File: src/rtl/rp_event_pkg.sv
package rp_event_pkg;
   localparam int unsigned RP_CTL_W     = 16;
   localparam int unsigned RP_IMPL_W    = 4;
   localparam int unsigned RP_NUM_ERR   = 3;
   localparam int unsigned IDX_CORR     = 0;
   localparam int unsigned IDX_NONFATAL = 1;
   localparam int unsigned IDX_FATAL    = 2;
   localparam int unsigned IDX_PME_IE   = 3;

   typedef enum logic [1:0] {
      ERR_CORR     = 2'd0,
      ERR_NONFATAL = 2'd1,
      ERR_FATAL    = 2'd2
   } err_class_e;
endpackage

File: src/rtl/rp_ctl_reg.sv
module rp_ctl_reg #(
   parameter int unsigned CTL_W  = 16,
   parameter int unsigned IMPL_W = 4
) (
   input  logic              clk,
   input  logic              rst_n,
   input  logic              wr_en,
   input  logic [CTL_W-1:0]  wdata,
   output logic [IMPL_W-1:0] ctl_q,
   output logic [IMPL_W-1:0] ctl_eff,
   output logic [CTL_W-1:0]  rdata
);
   if (IMPL_W > CTL_W) begin : g_bad_w
      $error("rp_ctl_reg: IMPL_W exceeds CTL_W");
   end

   // value in force for this cycle: a write takes effect at once for event gating
   assign ctl_eff = wr_en ? wdata[IMPL_W-1:0] : ctl_q;

   always_ff @(posedge clk) begin
      if (!rst_n) ctl_q <= '0;
      else        ctl_q <= ctl_eff;
   end

   if (IMPL_W < CTL_W) begin : g_pad
      logic unused_wdata_hi;
      assign unused_wdata_hi = |wdata[CTL_W-1:IMPL_W];
      assign rdata = {{(CTL_W-IMPL_W){1'b0}}, ctl_q};
   end else begin : g_full
      assign rdata = ctl_q;
   end

   AST_CTL_HOLD: assert property (@(posedge clk) disable iff (!rst_n)
      !wr_en |=> $stable(ctl_q));
endmodule

File: src/rtl/rp_pme_tracker.sv
module rp_pme_tracker (
   input  logic clk,
   input  logic rst_n,
   input  logic pme_msg,
   input  logic sts_clr,
   input  logic ie_q,
   input  logic ie_eff,
   output logic pme_sts,
   output logic irq
);
   logic ie_rise;
   logic sts_d;
   logic irq_d;

   assign ie_rise = ie_eff & ~ie_q;
   assign sts_d   = pme_msg | (pme_sts & ~sts_clr);
   assign irq_d   = (pme_msg & ie_eff) | (ie_rise & pme_sts);

   always_ff @(posedge clk) begin
      if (!rst_n) begin
         pme_sts <= 1'b0;
         irq     <= 1'b0;
      end else begin
         pme_sts <= sts_d;
         irq     <= irq_d;
      end
   end

   AST_PME_SETS: assert property (@(posedge clk) disable iff (!rst_n)
      pme_msg |=> pme_sts);
   AST_PME_STICKY: assert property (@(posedge clk) disable iff (!rst_n)
      pme_sts && !sts_clr |=> pme_sts);
   AST_IRQ_HAS_CAUSE: assert property (@(posedge clk) disable iff (!rst_n)
      irq |-> $past(pme_msg || pme_sts));
   AST_IRQ_NEEDS_EN: assert property (@(posedge clk) disable iff (!rst_n)
      irq |-> $past(ie_eff));
endmodule

File: src/rtl/rp_err_gate.sv
module rp_err_gate #(
   parameter int unsigned NUM_CLASS = 3
) (
   input  logic                 clk,
   input  logic                 rst_n,
   input  logic [NUM_CLASS-1:0] en,
   input  logic [NUM_CLASS-1:0] ev,
   output logic                 serr
);
   if (NUM_CLASS < 1) begin : g_bad_n
      $error("rp_err_gate: NUM_CLASS must be at least 1");
   end

   logic [NUM_CLASS-1:0] hit;

   for (genvar i = 0; i < NUM_CLASS; i++) begin : g_class
      assign hit[i] = en[i] & ev[i];
   end

   always_ff @(posedge clk) begin
      if (!rst_n) serr <= 1'b0;
      else        serr <= |hit;
   end

   AST_SERR_CAUSE: assert property (@(posedge clk) disable iff (!rst_n)
      serr |-> $past(|ev));
   AST_SERR_ENDS: assert property (@(posedge clk) disable iff (!rst_n)
      !(|ev) |=> !serr);
endmodule

File: src/rtl/rp_event_ctl.sv
module rp_event_ctl
   import rp_event_pkg::*;
#(
   parameter int unsigned CTL_W   = RP_CTL_W,
   parameter int unsigned IMPL_W  = RP_IMPL_W,
   parameter int unsigned NUM_ERR = RP_NUM_ERR
) (
   input  logic             clk,
   input  logic             rst_n,
   input  logic             reg_wr,
   input  logic [CTL_W-1:0] reg_wdata,
   output logic [CTL_W-1:0] reg_rdata,
   input  logic             pme_msg,
   input  logic             pme_clr,
   input  logic             fatal_down,
   input  logic             fatal_local,
   input  logic             nonfatal_msg,
   input  logic             corr_msg,
   input  logic             cmd_serr_en,
   output logic             pme_status,
   output logic             irq_pulse,
   output logic             serr_pulse
);
   if (IMPL_W != NUM_ERR + 1) begin : g_bad_impl
      $error("rp_event_ctl: IMPL_W must equal NUM_ERR + 1");
   end
   if (IMPL_W > CTL_W) begin : g_bad_ctl
      $error("rp_event_ctl: control word too narrow");
   end

   logic [IMPL_W-1:0]  ctl_q;
   logic [IMPL_W-1:0]  ctl_eff;
   logic [NUM_ERR-1:0] err_ev;
   logic               unused_cmd_serr;

   // the per-class enables below replace the command-register enable
   assign unused_cmd_serr = cmd_serr_en;

   always_comb begin
      err_ev               = '0;
      err_ev[IDX_CORR]     = corr_msg;
      err_ev[IDX_NONFATAL] = nonfatal_msg;
      err_ev[IDX_FATAL]    = fatal_down | fatal_local;
   end

   rp_ctl_reg #(.CTL_W(CTL_W), .IMPL_W(IMPL_W)) u_ctl (
      .clk     (clk),
      .rst_n   (rst_n),
      .wr_en   (reg_wr),
      .wdata   (reg_wdata),
      .ctl_q   (ctl_q),
      .ctl_eff (ctl_eff),
      .rdata   (reg_rdata)
   );

   rp_pme_tracker u_pme (
      .clk     (clk),
      .rst_n   (rst_n),
      .pme_msg (pme_msg),
      .sts_clr (pme_clr),
      .ie_q    (ctl_q[IDX_PME_IE]),
      .ie_eff  (ctl_eff[IDX_PME_IE]),
      .pme_sts (pme_status),
      .irq     (irq_pulse)
   );

   rp_err_gate #(.NUM_CLASS(NUM_ERR)) u_err (
      .clk   (clk),
      .rst_n (rst_n),
      .en    (ctl_eff[NUM_ERR-1:0]),
      .ev    (err_ev),
      .serr  (serr_pulse)
   );

   AST_IRQ_EN_HELD: assert property (@(posedge clk) disable iff (!rst_n)
      irq_pulse |-> reg_rdata[IDX_PME_IE]);
   AST_IRQ_QUIET: assert property (@(posedge clk) disable iff (!rst_n)
      !pme_msg && !reg_wr |=> !irq_pulse);
   AST_RSVD_ZERO: assert property (@(posedge clk) disable iff (!rst_n)
      reg_wr |=> reg_rdata[CTL_W-1:IMPL_W] == '0);
endmodule

File: config.mk
export PLATFORM = sky130hd
export DESIGN_NAME = rp_event_ctl
export DESIGN_NICKNAME = d
export VERILOG_FILES = /design/src/rtl/rp_event_pkg.sv /design/src/rtl/rp_ctl_reg.sv /design/src/rtl/rp_pme_tracker.sv /design/src/rtl/rp_err_gate.sv /design/src/rtl/rp_event_ctl.sv
export SDC_FILE = /design/constraint.sdc
export NUM_CORES = 1
export LEC_CHECK = 0
export ABC_AREA = 1
export BUFFER_PORTS_ARGS = -buffer_cell sky130_fd_sc_hd__clkbuf_2
export CORE_AREA = 2 2 39 41
export DETAILED_ROUTE_END_ITERATION = 12
export DIE_AREA = 0 0 41 43
export PLACE_DENSITY_LB_ADDON = 0.25
export SKIP_CTS_REPAIR_TIMING = 1
export SLEW_MARGIN = 20
export SYNTH_ARGS = -nofsm -noshare
export SYNTH_HDL_FRONTEND = slang
export SYNTH_SLANG_ARGS = --single-unit
export TNS_END_PERCENT = 30
File: constraint.sdc
create_clock -name clk -period 1.2 [get_ports clk]
set_clock_uncertainty 0.15 [all_clocks]
set_input_delay 0.3 -clock clk [delete_from_list [all_inputs] [get_ports clk]]
set_output_delay 0.3 -clock clk [all_outputs]
set_load 0.05 [all_outputs]
After elaboration in Yosys (flattened, before gate mapping)
Cells that the tools add are included.
{"block": "totals", "register_bits": 7, "inputBits": 26, "output_inout_bits": 19, "word_cells": 18}
{"block": "op_classes", "muxes": 1, "bitwise": 12, "n_reduce_logical": 1}
{"operator": "bitwise AND 1 bit", "count": 7}
{"operator": "two-way mux 4 bit", "count": 1}
{"operator": "bitwise OR 1 bit", "count": 3}
{"operator": "OR reduction 3 bit", "count": 1}
{"operator": "NOT 1 bit", "count": 2}

Depth between registers and ports, before layout
Gate-level depths: netlist (run 1).
{"block": "logic_depth", "word_depth": 4, "depth_mapped": 7, "depth_no_buf": 7}

Modules after synthesis
From an unflattened synthesis (run 1), not the netlist that was laid out.
{"block": "hier_totals", "cells_unflattened": 72, "hier_area_um2": 450.4}
{"module": "rp_ctl_reg", "n_inst": 1, "cells_per_inst": 51, "area_per_inst_um2": 319.1, "seq_area_each_um2": 80.1}
{"module": "rp_pme_tracker", "n_inst": 1, "cells_per_inst": 11, "area_per_inst_um2": 76.3, "seq_area_each_um2": 40.0}
{"module": "rp_err_gate", "n_inst": 1, "cells_per_inst": 7, "area_per_inst_um2": 43.8, "seq_area_each_um2": 20.0}
{"module": "rp_event_ctl", "n_inst": 1, "cells_per_inst": 3, "area_per_inst_um2": 11.3, "seq_area_each_um2": 0.0}

Least setup slack after synthesis (run 1)
Ideal clock, no wire load.
{"block": "synth_timing", "path_type": "register to register", "from": "reg u_ctl.ctl_q[0]", "to": "reg u_err.serr", "setup_ns": 0.056, "t_arrival_ns": 0.979, "required_ns": 0.994, "setup_slack_ns": 0.015, "stages_incl_launch_ff": 7, "n_path_buf": 0, "period_less_slack_ns": 1.185, "cell_sequence": "dfxtp_1 > inv_1 > nand2_1 > nand3_1 > nand3_1 > nand2_1 > inv_1"}
{"block": "synth_between", "elab_chain_len": 3}
{"element": "start, declared", "line_no": "rp_ctl_reg.sv:9", "rtl": "output logic [IMPL_W-1:0] ctl_q,"}
{"element": "start signal, assigned", "line_no": "rp_ctl_reg.sv:22", "rtl": "else ctl_q <= ctl_eff;"}
{"element": "two-way mux 4 bit", "line_no": "rp_ctl_reg.sv:18", "rtl": "assign ctl_eff = wr_en ? wdata[IMPL_W-1:0] : ctl_q;"}
{"element": "bitwise AND 1 bit", "line_no": "rp_err_gate.sv:17", "rtl": "assign hit[i] = en[i] & ev[i];"}
{"element": "OR reduction 3 bit", "line_no": "rp_err_gate.sv:22", "rtl": "else serr <= |hit;"}
{"element": "end signal, assigned", "line_no": "rp_err_gate.sv:22"}
{"element": "end, declared", "line_no": "rp_err_gate.sv:8", "rtl": "output logic serr"}
Every way passes these cells.
A chain may end at the register's enable or synchronous reset.

Worst setup path in the final report (run 1)
{"block": "layout_timing", "from": "reg u_pme.pme_sts", "to": "out pme_status"}
{"element": "start, declared", "line_no": "rp_pme_tracker.sv:8", "rtl": "output logic pme_sts,"}
{"element": "start signal, assigned", "line_no": "rp_pme_tracker.sv:24", "rtl": "pme_sts <= sts_d;"}
{"element": "end, declared", "line_no": "rp_event_ctl.sv:20", "rtl": "output logic pme_status,"}
No word-level cell between the ends.

==> results of run 1 <==
## cells in the final DEF, fill, tap and decap left out, types with 2 or more instances in the layout
cell / synthesis / routed
a21oi_1: 4 / 4
buf_6: 0 / 5
buf_8: 0 / 2
clkbuf_2: 0 / 12
clkbuf_4: 0 / 3
conb_1: 1 / 12
dfxtp_2: 0 / 7
inv_1: 8 / 8
nand2_1: 11 / 11
nand3_1: 3 / 3
nor2_1: 5 / 5
## power by group
group | switching (mW) | internal (mW)
clock network | 0.0922 | 0.127
logic | 0.172 | 0.0605
registers | 0.0102 | 0.251
## logic make-up (layout without fill, tap and decap cells)
logic type / after synthesis / in the layout / share of synthesized area
other: 1 / 12 / 0.00983
buffers and inverters: 22 / 32 / 0.344
AOI/OAI and AO/OA: 4 / 4 / 0.0525
and+or+nand+nor: 21 / 21 / 0.226
DFF: 7 / 7 / 0.367
## final cells by class
type	count	share of cell area
clock buffers	4	0.0499
inverters	9	0.0641
multi-input cells	37	0.287
flip-flops and latches	7	0.283
well taps	16	0.0380
repair buffers	19	0.278
## metrics by stage
stage                util  setup slack, ps  cell area [µm²]
detailed placement  0.318             71.5              440
finish              0.381             1.98              527
global route        0.381            -21.5              527
floorplan               -             15.1              423
CTS                 0.337             -138              467
global placement    0.318             66.5              440
## final timing paths
kind	slack [ps]	cells after the start	endpoint	startpoint
setup / recovery	2	1	pme_status	u_pme.pme_sts
hold / removal	100	3	u_err.serr	rst_n
setup reg to reg	270	4	u_pme.irq	u_ctl.ctl_q[3]
hold reg to reg	350	2	u_ctl.ctl_q[2]	u_ctl.ctl_q[2]
## state kept, by name, summed over array words and instances, names as in the netlist
signal and count:
u_ctl.ctl_q 4, u_err.serr 1, u_pme.irq 1, u_pme.pme_sts 1
## routing by layer
metal	global-route usage	routed length (µm)	vias to the layer above
li1	-	-	180
met1	0.0962	253	148
met2	0.147	360	21
met3	0.0366	73	4
met5	0	0	-
met4	0.0800	24	0
## cell usage after synthesis (all sizes together)
library cell	count	area, µm²
a21oi	4	20.0
buf	13	97.6
conb	1	3.75
dfxtp	7	140
inv	9	33.8
nand2	11	41.3
nand3	3	15.0
nor2	5	18.8
nor3	1	5.00
or2	1	6.26
==> results.py, run 1 <==
metrics = {
    "cts": {
        "numCtsBuffers": 3,
        "clockBufferDepth": 2,
        "cts_sinks": 7,
        "cts_tree": "yes",
        "cts_root_buf": "clkbuf_4",
        "cts.clk_slew.worst_paths_ps": 50,
        "clkLatencyLatePin_ps": 250,
        "h-tree-depth": 1,
    },
    "critical_path": {
        "start_kind": "flip-flop",
        "worst_path_max_delay_cell": "dfxtp_2",
        "cpLargestDelayFamily": "flip-flops",
        "critPathKind": "flip-flop to output pin",
        "critPathMaxFanout": 3,
        "crit_path_end_kind": "output pin",
        "slowest_delay_ps": 340,
        "crit_chain": "buf_6",
        "worstPathArrival_ps": 750,
        "path_buf_inv": 1,
        "worstPathRequired_ps": 750,
    },
    "floorplanning": {
        "core_area_mm2": 0.00138,
        "rows": 14,
        "start_util": 0.276,
        "fp.dieH_um": 43,
        "die_w_um": 41,
        "ioPinCount": 45,
        "die_area_mm2": 0.00176,
    },
    "placed_design": {
        "dp.cells": 88,
        "io_buffers": 19,
        "gp_congestion": 0.727,
        "hpwl_um": 556,
    },
    "yosys": {
        "netlist_area_um2": 382,
        "yosysUniqueCellTypes": 11,
        "syn_inst": 55,
        "ys_warn_count": 0,
        "synth-seq-area-share": 0.367,
        "ys_seq_elements": 7,
        "avgSynthCellArea_um2": 6.94,
    },
    "drt": {
        "avgViaCountPerCell": 3.84,
        "via_count": 353,
        "drc": 0,
        "first_pass_iters": 4,
        "wirelength_um": 712,
        "dr.first_iter.drc_count": 12,
        "wl_per_cell_um": 7.74,
        "ant_nets": 0,
    },
    "global_routing": {
        "grt_overflow": 0,
        "track_usage": 0.0963,
        "grt_pass1_wl_um": 1080,
        "antenna_found_initial": 0,
        "grt_max_degree": 7,
        "grt_pass1_vias": 277,
    },
    "power_and_ir_drop": {
        "power.density_mw_per_mm2": 1350,
        "vdd_ir_drop_max_v": 0.000705,
        "finalPower_uw": 713,
        "p_leak_nw": 0.307,
    },
    "final_layout": {
        "fin_cells": 92,
        "multiInputGateArea_um2": 151,
        "nFillCells": 161,
        "drive_gt1_frac": 0.408,
        "num_antenna_cells": 0,
        "seq_area_um2": 149,
        "areaGrowthSynthToFinish_pct": 38.0,
        "finalNetCount": 103,
    },
    "sta": {
        "rsz0062_at_grt": "true",
        "hold_violations": 0,
        "fin_crit_sh": 0.998,
        "slew_viol_final": 0,
        "hold_ws_ps": 101,
        "fin_crit_ps": 1200,
        "max_freq_mhz": 835,
        "setup_tns_ps": 0,
        "finalSetupViolCount": 0,
    },
    "outcome": {
        "outcome": "complete, no violations",
    },
    "run": {
        "max-cap-violations": 0,
    },
    "hold_path": {
        "min_path_type": "primary input to flip-flop",
    },
}
No activity file was read; power rests on OpenSTA's default activity.
==> inputs of run 2 (changes only) <==
REMOVE_ABC_BUFFERS = 1   (was not set)
==> results.py, run 2 (synthesis results as in run 1) <==
metrics = {
    "critical_path": {
        "worstPathArrival_ps": 740,
        "path_buf_inv": 1,
        "crit_chain": "buf_8",
        "rrSetupSlack_ps": 260,
        "critPathMaxFanout": 2,
        "timing.rr.start": "u_ctl.ctl_q[0]",
        "start_kind": "flip-flop",
        "worstPathRequired_ps": 750,
        "rr_worst_depth": 6,
        "critPathKind": "flip-flop to output pin",
        "rr_endpoint": "u_err.serr",
        "crit_path_end_kind": "output pin",
        "worst_path_max_delay_cell": "dfxtp_2",
        "cpLargestDelayFamily": "flip-flops",
        "slowest_delay_ps": 350,
    },
    "sta": {
        "max_freq_mhz": 839,
        "hold_violations": 0,
        "slew_viol_final": 0,
        "hold_ws_ps": 102,
        "finalSetupViolCount": 0,
        "fin_crit_sh": 0.993,
        "fin_crit_ps": 1190,
        "rsz0062_at_grt": "true",
    },
    "hold_path": {
        "holdCritStartpoint": "rst_n",
        "min_path_type": "primary input to flip-flop",
        "hold_path_end": "u_err.serr",
        "whs_path_depth": 3,
    },
    "global_routing": {
        "antenna_found_initial": 0,
        "grt_pass1_wl_um": 910,
        "track_usage": 0.0783,
        "grt_overflow": 0,
        "grt_max_degree": 7,
        "grt_pass1_vias": 255,
    },
    "power_and_ir_drop": {
        "p_leak_nw": 0.309,
        "vdd_ir_drop_max_v": 0.000302,
        "power.density_mw_per_mm2": 1340,
        "finalPower_uw": 716,
    },
    "drt": {
        "ant_nets": 0,
        "wirelength_um": 702,
        "avgViaCountPerCell": 3.75,
        "wl_per_cell_um": 7.63,
        "dr.first_iter.drc_count": 2,
        "first_pass_iters": 2,
        "via_count": 345,
        "drc": 0,
    },
    "final_layout": {
        "regMostFlops": "u_ctl.ctl_q",
        "largest_reg_flops": 4,
        "fin_cells": 92,
        "layout_common_cells": "conb_1 (12), clkbuf_2 (12), nand2_1 (11)",
        "num_antenna_cells": 0,
        "finalNetCount": 103,
        "nFillCells": 162,
        "areaGrowthSynthToFinish_pct": 39.7,
        "drive_gt1_frac": 0.395,
    },
    "cts": {
        "cts_root_buf": "clkbuf_4",
        "clkLatencyLatePin_ps": 250,
        "cts.clk_slew.worst_paths_ps": 60,
        "clockBufferDepth": 2,
        "numCtsBuffers": 3,
        "cts_tree": "yes",
        "h-tree-depth": 1,
        "cts_sinks": 7,
    },
    "run": {
        "max-cap-violations": 0,
    },
    "floorplanning": {
        "core_area_mm2": 0.00138,
        "die_w_um": 41,
        "ioPinCount": 45,
        "start_util": 0.276,
        "fp.dieH_um": 43,
        "die_area_mm2": 0.00176,
        "rows": 14,
    },
    "placed_design": {
        "io_buffers": 19,
        "gp_congestion": 0.544,
        "hpwl_um": 578,
        "dp.cells": 88,
    },
    "outcome": {
        "outcome": "complete, no violations",
    },
}
run 2: cell count changes in the layout (fill, tap and decap cells not counted):
cell     previous run  this run
dfxtp_2             7         6
buf_8               2         4
dfxtp_1             0         1
buf_6               5         3
run 2: stage by stage:
| step | TNS [ps] | worst slack (ps) | util | area [µm²] |
|---|---|---|---|---|
| after floorplan | 0 | 12.7 | - | 325 |
| after global placement | 0 | 51.4 | 0.318 | 440 |
| after detailed placement | 0 | 49.8 | 0.318 | 440 |
| after CTS | -734 | -133 | 0.337 | 467 |
| after global routing | -66.0 | -24.1 | 0.385 | 533 |
| final | 0 | 8.21 | 0.385 | 533 |
run 2: report_power, final:
part / total (mW) / switching, mW / internal [mW]
logic: 0.236 / 0.173 / 0.0639
registers: 0.262 / 0.0109 / 0.251
clock network: 0.218 / 0.0912 / 0.127
run 2: area by class of cell:
type | count | area [µm²] | share of cell area
repair buffers | 19 | 154 | 0.289
multi-input cells | 37 | 151 | 0.284
flip-flops and latches | 7 | 148 | 0.277
inverters | 9 | 33.8 | 0.0634
clock buffers | 4 | 26.3 | 0.0493
well taps | 16 | 20.0 | 0.0376
run 2: worst max-delay path by stage:
stage                        end           start  cells after the start  slack (ps)
global placement      u_err.serr     fatal_local                      6          50
detailed placement    u_err.serr     fatal_local                      6          50
global route          pme_status   u_pme.pme_sts                      1         -20
CTS                   pme_status   u_pme.pme_sts                      1        -130
finish              reg_rdata[3]  u_ctl.ctl_q[3]                      1           8
floorplan              u_pme.irq  u_ctl.ctl_q[3]                      4          10
run 2: routing by layer:
layer / vias up / part of all wire / global-route usage
met3: 0 / 0.11 / 0.0157
met5: - / 0 / 0
met2: 19 / 0.47 / 0.122
met1: 142 / 0.42 / 0.0772
li1: 184 / - / -
met4: 0 / 0 / 0.0800
==> inputs of run 3 (changes only) <==
CELL_PAD_IN_SITES_DETAIL_PLACEMENT = 0   (was not set)
CELL_PAD_IN_SITES_GLOBAL_PLACEMENT = 1   (was not set)
CORE_AREA = 2 2 50 52   (was 2 2 39 41)
DIE_AREA = 0 0 52 54   (was 0 0 41 43)
==> results.py, run 3 (synthesis results as in run 1) <==
metrics = {
    "drt": {
        "via_count": 361,
        "dr.first_iter.drc_count": 3,
        "ant_nets": 0,
        "wirelength_um": 769,
        "wl_per_cell_um": 7.25,
        "avgViaCountPerCell": 3.41,
        "drc": 0,
        "first_pass_iters": 2,
    },
    "placed_design": {
        "pre_cts_slack_ps": 40.3,
        "gp_congestion": 0.605,
        "dp.cells": 102,
        "hpwl_um": 647,
        "io_buffers": 19,
        "placed_area_um2": 458,
    },
    "sta": {
        "max_freq_mhz": 842,
        "hold_ws_ps": 103,
        "rsz0062_at_grt": "true",
        "setup_tns_ps": 0,
        "slew_viol_final": 0,
        "worst_slack_ps": 12.4,
        "finalSetupViolCount": 0,
        "fin_crit_sh": 0.990,
        "hold_violations": 0,
        "fin_crit_ps": 1190,
    },
    "power_and_ir_drop": {
        "seq_power_share": 0.370,
        "p_leak_nw": 0.310,
        "power.density_mw_per_mm2": 1280,
        "vdd_ir_drop_max_v": 0.000399,
        "pwr-share-comb": 0.336,
        "power.share.clock": 0.294,
        "finalPower_uw": 708,
        "power.internal_uw": 443,
        "p_sw_frac": 0.375,
        "p_switching_uw": 266,
    },
    "final_layout": {
        "drive_gt1_frac": 0.395,
        "design_area_um2": 554,
        "layout_common_cells": "conb_1 (12), clkbuf_2 (12), nand2_1 (11)",
        "regMostFlops": "u_ctl.ctl_q",
        "finalNetCount": 103,
        "areaGrowthSynthToFinish_pct": 45.2,
        "fin_cells": 106,
        "num_antenna_cells": 0,
        "largest_reg_flops": 4,
        "final_util": 0.239,
    },
    "hold_path": {
        "min_path_type": "primary input to flip-flop",
    },
    "floorplanning": {
        "start_util": 0.165,
        "ioPinCount": 45,
        "fp.dieH_um": 54,
        "rows": 18,
        "die_w_um": 52,
        "die_area_mm2": 0.00281,
        "core_area_mm2": 0.00232,
    },
    "critical_path": {
        "path_buf_inv": 1,
        "worstPathRequired_ps": 750,
        "crit_chain": "buf_8",
        "slowest_delay_ps": 350,
        "critPathMaxFanout": 3,
        "cpLargestDelayFamily": "flip-flops",
        "crit_path_end_kind": "output pin",
        "worstPathArrival_ps": 740,
        "critPathKind": "flip-flop to output pin",
        "worst_path_max_delay_cell": "dfxtp_2",
        "start_kind": "flip-flop",
    },
    "cts": {
        "numCtsBuffers": 3,
        "cts_tree": "yes",
        "clockBufferDepth": 2,
        "clkLatencyLatePin_ps": 240,
        "cts_sinks": 7,
        "cts_root_buf": "clkbuf_4",
        "h-tree-depth": 1,
        "cts.clk_slew.worst_paths_ps": 50,
    },
    "global_routing": {
        "grt_max_degree": 7,
        "track_usage": 0.0603,
        "grt_pass1_wl_um": 1170,
        "antenna_found_initial": 0,
        "grt_overflow": 0,
        "grt_pass1_vias": 303,
    },
    "run": {
        "max-cap-violations": 0,
    },
    "outcome": {
        "outcome": "complete, no violations",
    },
}
run 3: cell counts in the layout (fill, tap and decap cells not counted):
Identical to the previous run, type by type.
run 3: layout make-up:
type | count | area (µm²)
clock buffers | 4 | 26.3
multi-input cells | 37 | 151
well taps | 30 | 37.5
flip-flops and latches | 7 | 148
fillers | 275 | 1770
repair buffers | 19 | 158
inverters | 9 | 33.8
run 3: final timing paths:
| path | from | endpoint | slack [ps] | cells past startpoint |
|---|---|---|---|---|
| setup reg to reg | u_ctl.ctl_q[0] | u_err.serr | 270 | 6 |
| hold / removal | rst_n | u_err.serr | 100 | 3 |
| setup / recovery | u_pme.pme_sts | pme_status | 10 | 1 |
| hold reg to reg | u_ctl.ctl_q[2] | u_ctl.ctl_q[2] | 340 | 2 |
run 3: power by group through the flow:
stage               logic [mW]  clock network, mW  registers (mW)
CTS                      0.214              0.225           0.255
global route             0.253              0.246           0.264
detailed placement       0.214                  0           0.260
floorplan                0.116                  0           0.312
global placement         0.214                  0           0.259
finish                   0.238              0.209           0.262
run 3: per-layer routing:
layer	part of all wire	vias up	global-route usage
li1	-	180	-
met1	0.32	161	0.0534
met2	0.54	18	0.105
met3	0.13	2	0.0250
met4	0.010	0	0.0526
met5	0	-	0
run 3: tightest hold or removal path, delay by kind of cell:
family / cells / cell delay [ps]
buffers and inverters: 2 / 130
and+or+nand+nor: 1 / 50
